===== src/rtl/bp_dir_pkg.sv =====
package bp_dir_pkg;

   typedef logic [1:0] ctr2_t;

   localparam ctr2_t CTR_HI = 2'd3;
   localparam ctr2_t CTR_LO = 2'd0;

   // one saturating step toward the resolved direction
   function automatic ctr2_t ctr_step(input ctr2_t cur, input logic up);
      ctr2_t res;
      if (up) res = (cur == CTR_HI) ? cur : ctr2_t'(cur + 2'd1);
      else    res = (cur == CTR_LO) ? cur : ctr2_t'(cur - 2'd1);
      return res;
   endfunction

   // upper half of the counter range means taken
   function automatic logic ctr_says_taken(input ctr2_t cur);
      return cur[1];
   endfunction

endpackage


===== src/rtl/bp_index_gen.sv =====
module bp_index_gen #(
   parameter int PC_W       = 32,
   parameter int ADDR_SHIFT = 2,
   parameter int HIST_BITS  = 5,
   parameter int ADDR_BITS  = 5,
   localparam int IDX_W     = HIST_BITS + ADDR_BITS
) (
   input  logic [PC_W-1:0]      pc,
   input  logic [HIST_BITS-1:0] hist,
   output logic [IDX_W-1:0]     idx
);

   logic [ADDR_BITS-1:0] pc_field;

   generate
      if (ADDR_SHIFT == 0) begin : g_no_shift
         assign pc_field = pc[ADDR_BITS-1:0];
      end else begin : g_shift
         assign pc_field = pc[ADDR_SHIFT +: ADDR_BITS];
      end
   endgenerate

   assign idx = {hist, pc_field};

endmodule


===== src/rtl/bp_hist_reg.sv =====
module bp_hist_reg #(
   parameter int HIST_BITS = 5
) (
   input  logic                 clk,
   input  logic                 rst,
   input  logic                 shift_en,
   input  logic                 bit_in,
   output logic [HIST_BITS-1:0] hist_q
);

   always_ff @(posedge clk) begin
      if (rst)           hist_q <= '0;
      else if (shift_en) hist_q <= {hist_q[HIST_BITS-2:0], bit_in};
   end

endmodule


===== src/rtl/bp_ctr_table.sv =====
module bp_ctr_table
   import bp_dir_pkg::*;
#(
   parameter int IDX_W  = 10,
   localparam int DEPTH = 1 << IDX_W
) (
   input  logic             clk,
   input  logic             rst,
   input  logic [IDX_W-1:0] rd_idx,
   output ctr2_t            rd_ctr,
   input  logic             wr_en,
   input  logic [IDX_W-1:0] wr_idx,
   input  ctr2_t            wr_ctr
);

   ctr2_t ctr_q [DEPTH];

   generate
      for (genvar e = 0; e < DEPTH; e++) begin : g_ent
         always_ff @(posedge clk) begin
            if (rst)
               ctr_q[e] <= CTR_LO;
            else if (wr_en && (wr_idx == IDX_W'(e)))
               ctr_q[e] <= wr_ctr;
         end
      end
   endgenerate

   // Writes land at the edge closing a request, so the next request's
   // read already sees them; no bypass path is required.
   assign rd_ctr = ctr_q[rd_idx];

endmodule


===== src/rtl/gh_cat_dir_pred.sv =====
module gh_cat_dir_pred
   import bp_dir_pkg::*;
#(
   parameter int PC_W       = 32,
   parameter int ADDR_SHIFT = 2,
   parameter int HIST_BITS  = 5,
   parameter int ADDR_BITS  = 5
) (
   input  logic            clk,
   input  logic            rst,
   input  logic            req_vld,
   input  logic [PC_W-1:0] req_pc,
   input  logic            req_taken,
   output logic            rsp_vld,
   output logic            rsp_pred_taken,
   output logic            rsp_mispred
);

   localparam int IDX_W = HIST_BITS + ADDR_BITS;

   generate
      if (ADDR_SHIFT < 0 || ADDR_SHIFT > 2) begin : g_bad_shift
         $error("ADDR_SHIFT must be 0, 1 or 2");
      end
      if (HIST_BITS < 2) begin : g_bad_hist
         $error("HIST_BITS must be at least 2");
      end
      if (ADDR_BITS < 1) begin : g_bad_addr
         $error("ADDR_BITS must be at least 1");
      end
      if (ADDR_SHIFT + ADDR_BITS > PC_W) begin : g_bad_pc
         $error("address field exceeds PC_W");
      end
   endgenerate

   logic [HIST_BITS-1:0] hist_q;
   logic [IDX_W-1:0]     idx;
   ctr2_t                rd_ctr;
   ctr2_t                nxt_ctr;
   logic                 pred_now;

   bp_index_gen #(
      .PC_W      (PC_W),
      .ADDR_SHIFT(ADDR_SHIFT),
      .HIST_BITS (HIST_BITS),
      .ADDR_BITS (ADDR_BITS)
   ) u_idx (
      .pc  (req_pc),
      .hist(hist_q),
      .idx (idx)
   );

   bp_ctr_table #(
      .IDX_W(IDX_W)
   ) u_tbl (
      .clk   (clk),
      .rst   (rst),
      .rd_idx(idx),
      .rd_ctr(rd_ctr),
      .wr_en (req_vld),
      .wr_idx(idx),
      .wr_ctr(nxt_ctr)
   );

   bp_hist_reg #(
      .HIST_BITS(HIST_BITS)
   ) u_hist (
      .clk     (clk),
      .rst     (rst),
      .shift_en(req_vld),
      .bit_in  (req_taken),
      .hist_q  (hist_q)
   );

   assign pred_now = ctr_says_taken(rd_ctr);
   assign nxt_ctr  = ctr_step(rd_ctr, req_taken);

   always_ff @(posedge clk) begin
      if (rst) begin
         rsp_vld        <= 1'b0;
         rsp_pred_taken <= 1'b0;
         rsp_mispred    <= 1'b0;
      end else begin
         rsp_vld        <= req_vld;
         rsp_pred_taken <= req_vld & pred_now;
         rsp_mispred    <= req_vld & (pred_now ^ req_taken);
      end
   end

endmodule


===== config.mk =====
export PLATFORM = sky130hd
export DESIGN_NAME = gh_cat_dir_pred
export DESIGN_NICKNAME = d
export VERILOG_FILES = /design/src/rtl/bp_dir_pkg.sv /design/src/rtl/bp_index_gen.sv /design/src/rtl/bp_hist_reg.sv /design/src/rtl/bp_ctr_table.sv /design/src/rtl/gh_cat_dir_pred.sv
export SDC_FILE = /design/constraint.sdc
export NUM_CORES = 2
export LEC_CHECK = 0
export BUFFER_PORTS_ARGS = -buffer_cell sky130_fd_sc_hd__buf_4
export CAP_MARGIN = 20
export CELL_PAD_IN_SITES_DETAIL_PLACEMENT = 1
export CELL_PAD_IN_SITES_GLOBAL_PLACEMENT = 2
export CORE_MARGIN = 3
export CORE_UTILIZATION = 42
export DETAILED_ROUTE_END_ITERATION = 10
export MAX_ROUTING_LAYER = met4
export PLACE_DENSITY_LB_ADDON = 0.1
export SETUP_SLACK_MARGIN = 0.15
export SYNTH_ARGS = -nofsm -noshare
export SYNTH_HDL_FRONTEND = slang
export SYNTH_SLANG_ARGS = --single-unit

===== constraint.sdc =====
create_clock -name clk -period 3.7 [get_ports clk]
set_input_delay 0.37 -clock clk [delete_from_list [all_inputs] [get_ports clk]]
set_output_delay 0.37 -clock clk [all_outputs]
set_load 0.005 [all_outputs]

==> flow_summary_export.csv <==
group,metric,value,unit
critical_path,cp_common_cell,"buf_4",
pwr,p_leak,46.3,nW
die,num_rows,182,
routing,wl_per_cell,41.2,um
yosys,synth_warnings,0,
placement,placedCellCount,11300,
pwr,power_frac_comb,0.176,
clock_network,cts_buffer_depth,3,
sta,setup-violations-final,2050,
sta,min_period_over_period,1.15,
yosys,syn_avg_cell_area,12.9,sq um
clock_network,numCtsBuffers,229,
finish,area_growth,23.5,%
run_status,outcome,"complete, but fails checks",
sta,rsz0062_at_grt,"true",
critical_path,path_buf_inv,7,
sta,relSlewSlack,0.276,
pwr,p_seq_frac,0.447,
grt,grt_max_degree,145,
clock_network,clock_sinks,2056,
critical_path,worstSetupPathType,"reg -> reg",
sta,finalHoldViolations,0,
sta,worstMarginPinSlew,1090,ps
pwr,finalPower,0.0595,W
grt,grt_overflow_total,0,
die,initial_core_util,0.423,
clock_network,path_clk_slew,60,ps
die,die_area,0.254,sq mm
job,maxCapViolCount,0,
grt,antenna_found_initial,29,
yosys,syn_nets,8095,
die,die_x,504,um
routing,vias,81500,
yosys,ys_ff_latch,2056,
yosys,seq_area_frac_synth,0.591,
die,die_h,504,um
yosys,synth_edf_count,2048,
pwr,power_frac_clock,0.378,
placement,routabilityCongestion,0.982,
critical_path,crit_fanout,14,
grt,first_global_vias,80400,
routing,drt-initial-drc-count,12300,
sta,skew,41.0,ps
clock_network,cts_root_buf,"clkbuf_16",
sta,fin_crit,4250,ps
clock_network,tritoncts,"done",
yosys,synth-main-ff-cell,"edfxtp_1",
pwr,intPower,0.0428,W
routing,wirelength,490000,um
finish,layout.nets,8398,
grt,grt_pass1_wl,664000,um
die,ioPinCount,39,
die,core-area,0.246,sq mm
yosys,yosysUniqueCellTypes,71,
placement,place_hpwl,323000,um
finish,stdcell_count,11900,
routing,routed_via_density,6.85,
critical_path,critPathCaptureType,"flop",
run_status,violations,"setup timing",
sta,drv_slew,0,
yosys,synth_area,0.104,sq mm
min_path,min_path_type,"in -> reg",
sta,fmax,0.235,GHz
critical_path,slowest_stage,"a2111o_1",
routing,drt_pass1_iterations,6,
placement,io_buffers,11,
yosys,async_flop_share,0,
routing,drc,0,
sta,fin_setup_tns,-791890,ps
routing,ant_nets,0,
critical_path,max_stage_delay,480,ps
finish,drive_gt1_frac,0.324,
critical_path,critPathTopFamily,"buffers and inverters",
critical_path,crit_path_cell_trace,"buf_12, nor2b_1, buf_4, nand2_2, buf_4, buf_4, a21oi_1, a2111o_1, o221ai_2, o311ai_4, or2_4, maj3_4, buf_12, buf_16, clkbuf_16, nor3_1",
clock_network,htree_levels,4,
pwr,ir_drop,0.440,mV
placement,pre_cts_ws,-1620,ps
pwr,power_density,462,mW/mm^2
pwr,p_sw_frac,0.281,
yosys,syn_inst,8059,
grt,grtUsageTotal,0.382,
sta,setup_ws,-548,ps
clock_network,clk_latency,920,ps
critical_path,critical_path_required,4410,ps
critical_path,cp-start-kind,"flop",
pwr,p_sw,0.0167,W
critical_path,arrival,4960,ps
==> worst register-to-register path, delay by kind of cell (launching register included) <==
family	cells	cell delay, ps
DFF	1	330
adders and majority gates	1	380
buffers and inverters	7	1490
and+or+nand+nor	4	690
AOI/OAI and AO/OA	4	1180
==> through the flow <==
stage	hold WS [ps]	utilization	cell area, sq um
after global routing	543	0.522	129000
after floorplan	517	-	106000
final	575	0.522	129000
after detailed placement	713	0.470	116000
after global placement	691	0.470	116000
after CTS	496	0.508	125000
==> metal layers <==
layer / global-route usage / share of wire / vias to the layer above
met1: 0.519 / 0.39 / 43300
met3: 0.0767 / 0.11 / 949
met2: 0.558 / 0.45 / 5315
li1: - / - / 32000
met4: 0.166 / 0.050 / 0
met5: - / 0 / -
==> power groups by stage <==
stage | registers [W] | clock network [W] | logic, W
after floorplan | 0.0269 | 0 | 0.00447
after global placement | 0.0270 | 0 | 0.00790
after detailed placement | 0.0271 | 0 | 0.00799
after CTS | 0.0266 | 0.0226 | 0.00897
after global routing | 0.0266 | 0.0235 | 0.0106
final | 0.0266 | 0.0225 | 0.0104
==> layout make-up <==
type	instances	area [sq um]
tap	3312	4140
clock inverter	154	1210
fill	24000	118000
timing repair buffer	1213	14700
multi-input combinational	4858	41000
clock buffer	276	5950
sequential	2056	61700
inverter	4	15.0
antenna	24	60.1
==> Yosys cell counts (all sizes together), types with 11 or more instances <==
master,n,area (sq um)
a22o,23,201
buf,397,2410
nor2b,16,100
edfxtp,2048,61500
a221oi,23,201
and3,12,75.1
nor3,1475,8960
mux2i,313,3130
nor2,422,1590
a21o,752,5650
or3,30,188
a21oi,29,145
clkbuf,744,2790
nor4,305,1910
nand2,302,1130
a22oi,208,1570
a31oi,20,125
a41oi,11,96.3
mux2,11,124
mux4,383,8630
nand2b,33,206
o21bai,262,1970
nand3,132,661
==> worst paths after layout <==
path / startpoint / end / slack [ps] / cells after the start
setup / recovery: u_hist.hist_q[0]$_SDFFE_PP0P_ / u_tbl.ctr_q[961][0]$_SDFFCE_PN0P_ / -550 / 16
hold / removal: rst / u_hist.hist_q[2]$_SDFFE_PP0P_ / 580 / 3
setup reg to reg: u_hist.hist_q[0]$_SDFFE_PP0P_ / u_tbl.ctr_q[961][0]$_SDFFCE_PN0P_ / -550 / 16
hold reg to reg: u_hist.hist_q[1]$_SDFFE_PP0P_ / u_hist.hist_q[2]$_SDFFE_PP0P_ / 770 / 3
==> logic make-up after synthesis <==
family	count (synthesis)	share of synthesized area
AOI/OAI and AO/OA	1384	0.0996
buffers and inverters	1145	0.0500
xor gates and xnor gates	1	0.0000840
adders and majority gates	2	0.000204
muxes	707	0.114
DFF	2056	0.591
and+or+nand+nor	2764	0.145
==> what timing repair did <==
item | in CTS | in global routing
resized for setup | 191 | 376
hold endpoints to repair | 5 | 0
hold buffers | 5 | 0
setup endpoints to repair | 2050 | 2052
pin swaps | 35 | 138
cloned | 27 | 50
setup buffers | 31 | 20
==> flip-flops by register name (all words and copies together) (netlist names) <==
register / cells
rsp_pred_taken: 1
u_tbl.ctr_q: 2048
u_hist.hist_q: 5
rsp_vld: 1
rsp_mispred: 1
==> layout by cell type (no fill, tap or decap), types with 45 or more instances in the layout <==
cell / Yosys / routed
a21o_1: 752 / 752
a22oi_1: 207 / 206
buf_12: 0 / 251
buf_16: 0 / 56
buf_4: 43 / 797
clkbuf_1: 744 / 45
clkbuf_16: 0 / 277
clkinv_1: 0 / 72
clkinv_2: 0 / 47
edfxtp_1: 2048 / 2048
mux2i_1: 313 / 311
mux4_2: 383 / 383
nand2_1: 302 / 294
nand3_1: 132 / 126
nor2_1: 421 / 369
nor3_1: 1159 / 844
nor3_2: 316 / 532
nor3_4: 0 / 99
nor4_1: 305 / 246
o21bai_1: 262 / 262
Power figures use the tool's default switching activity.
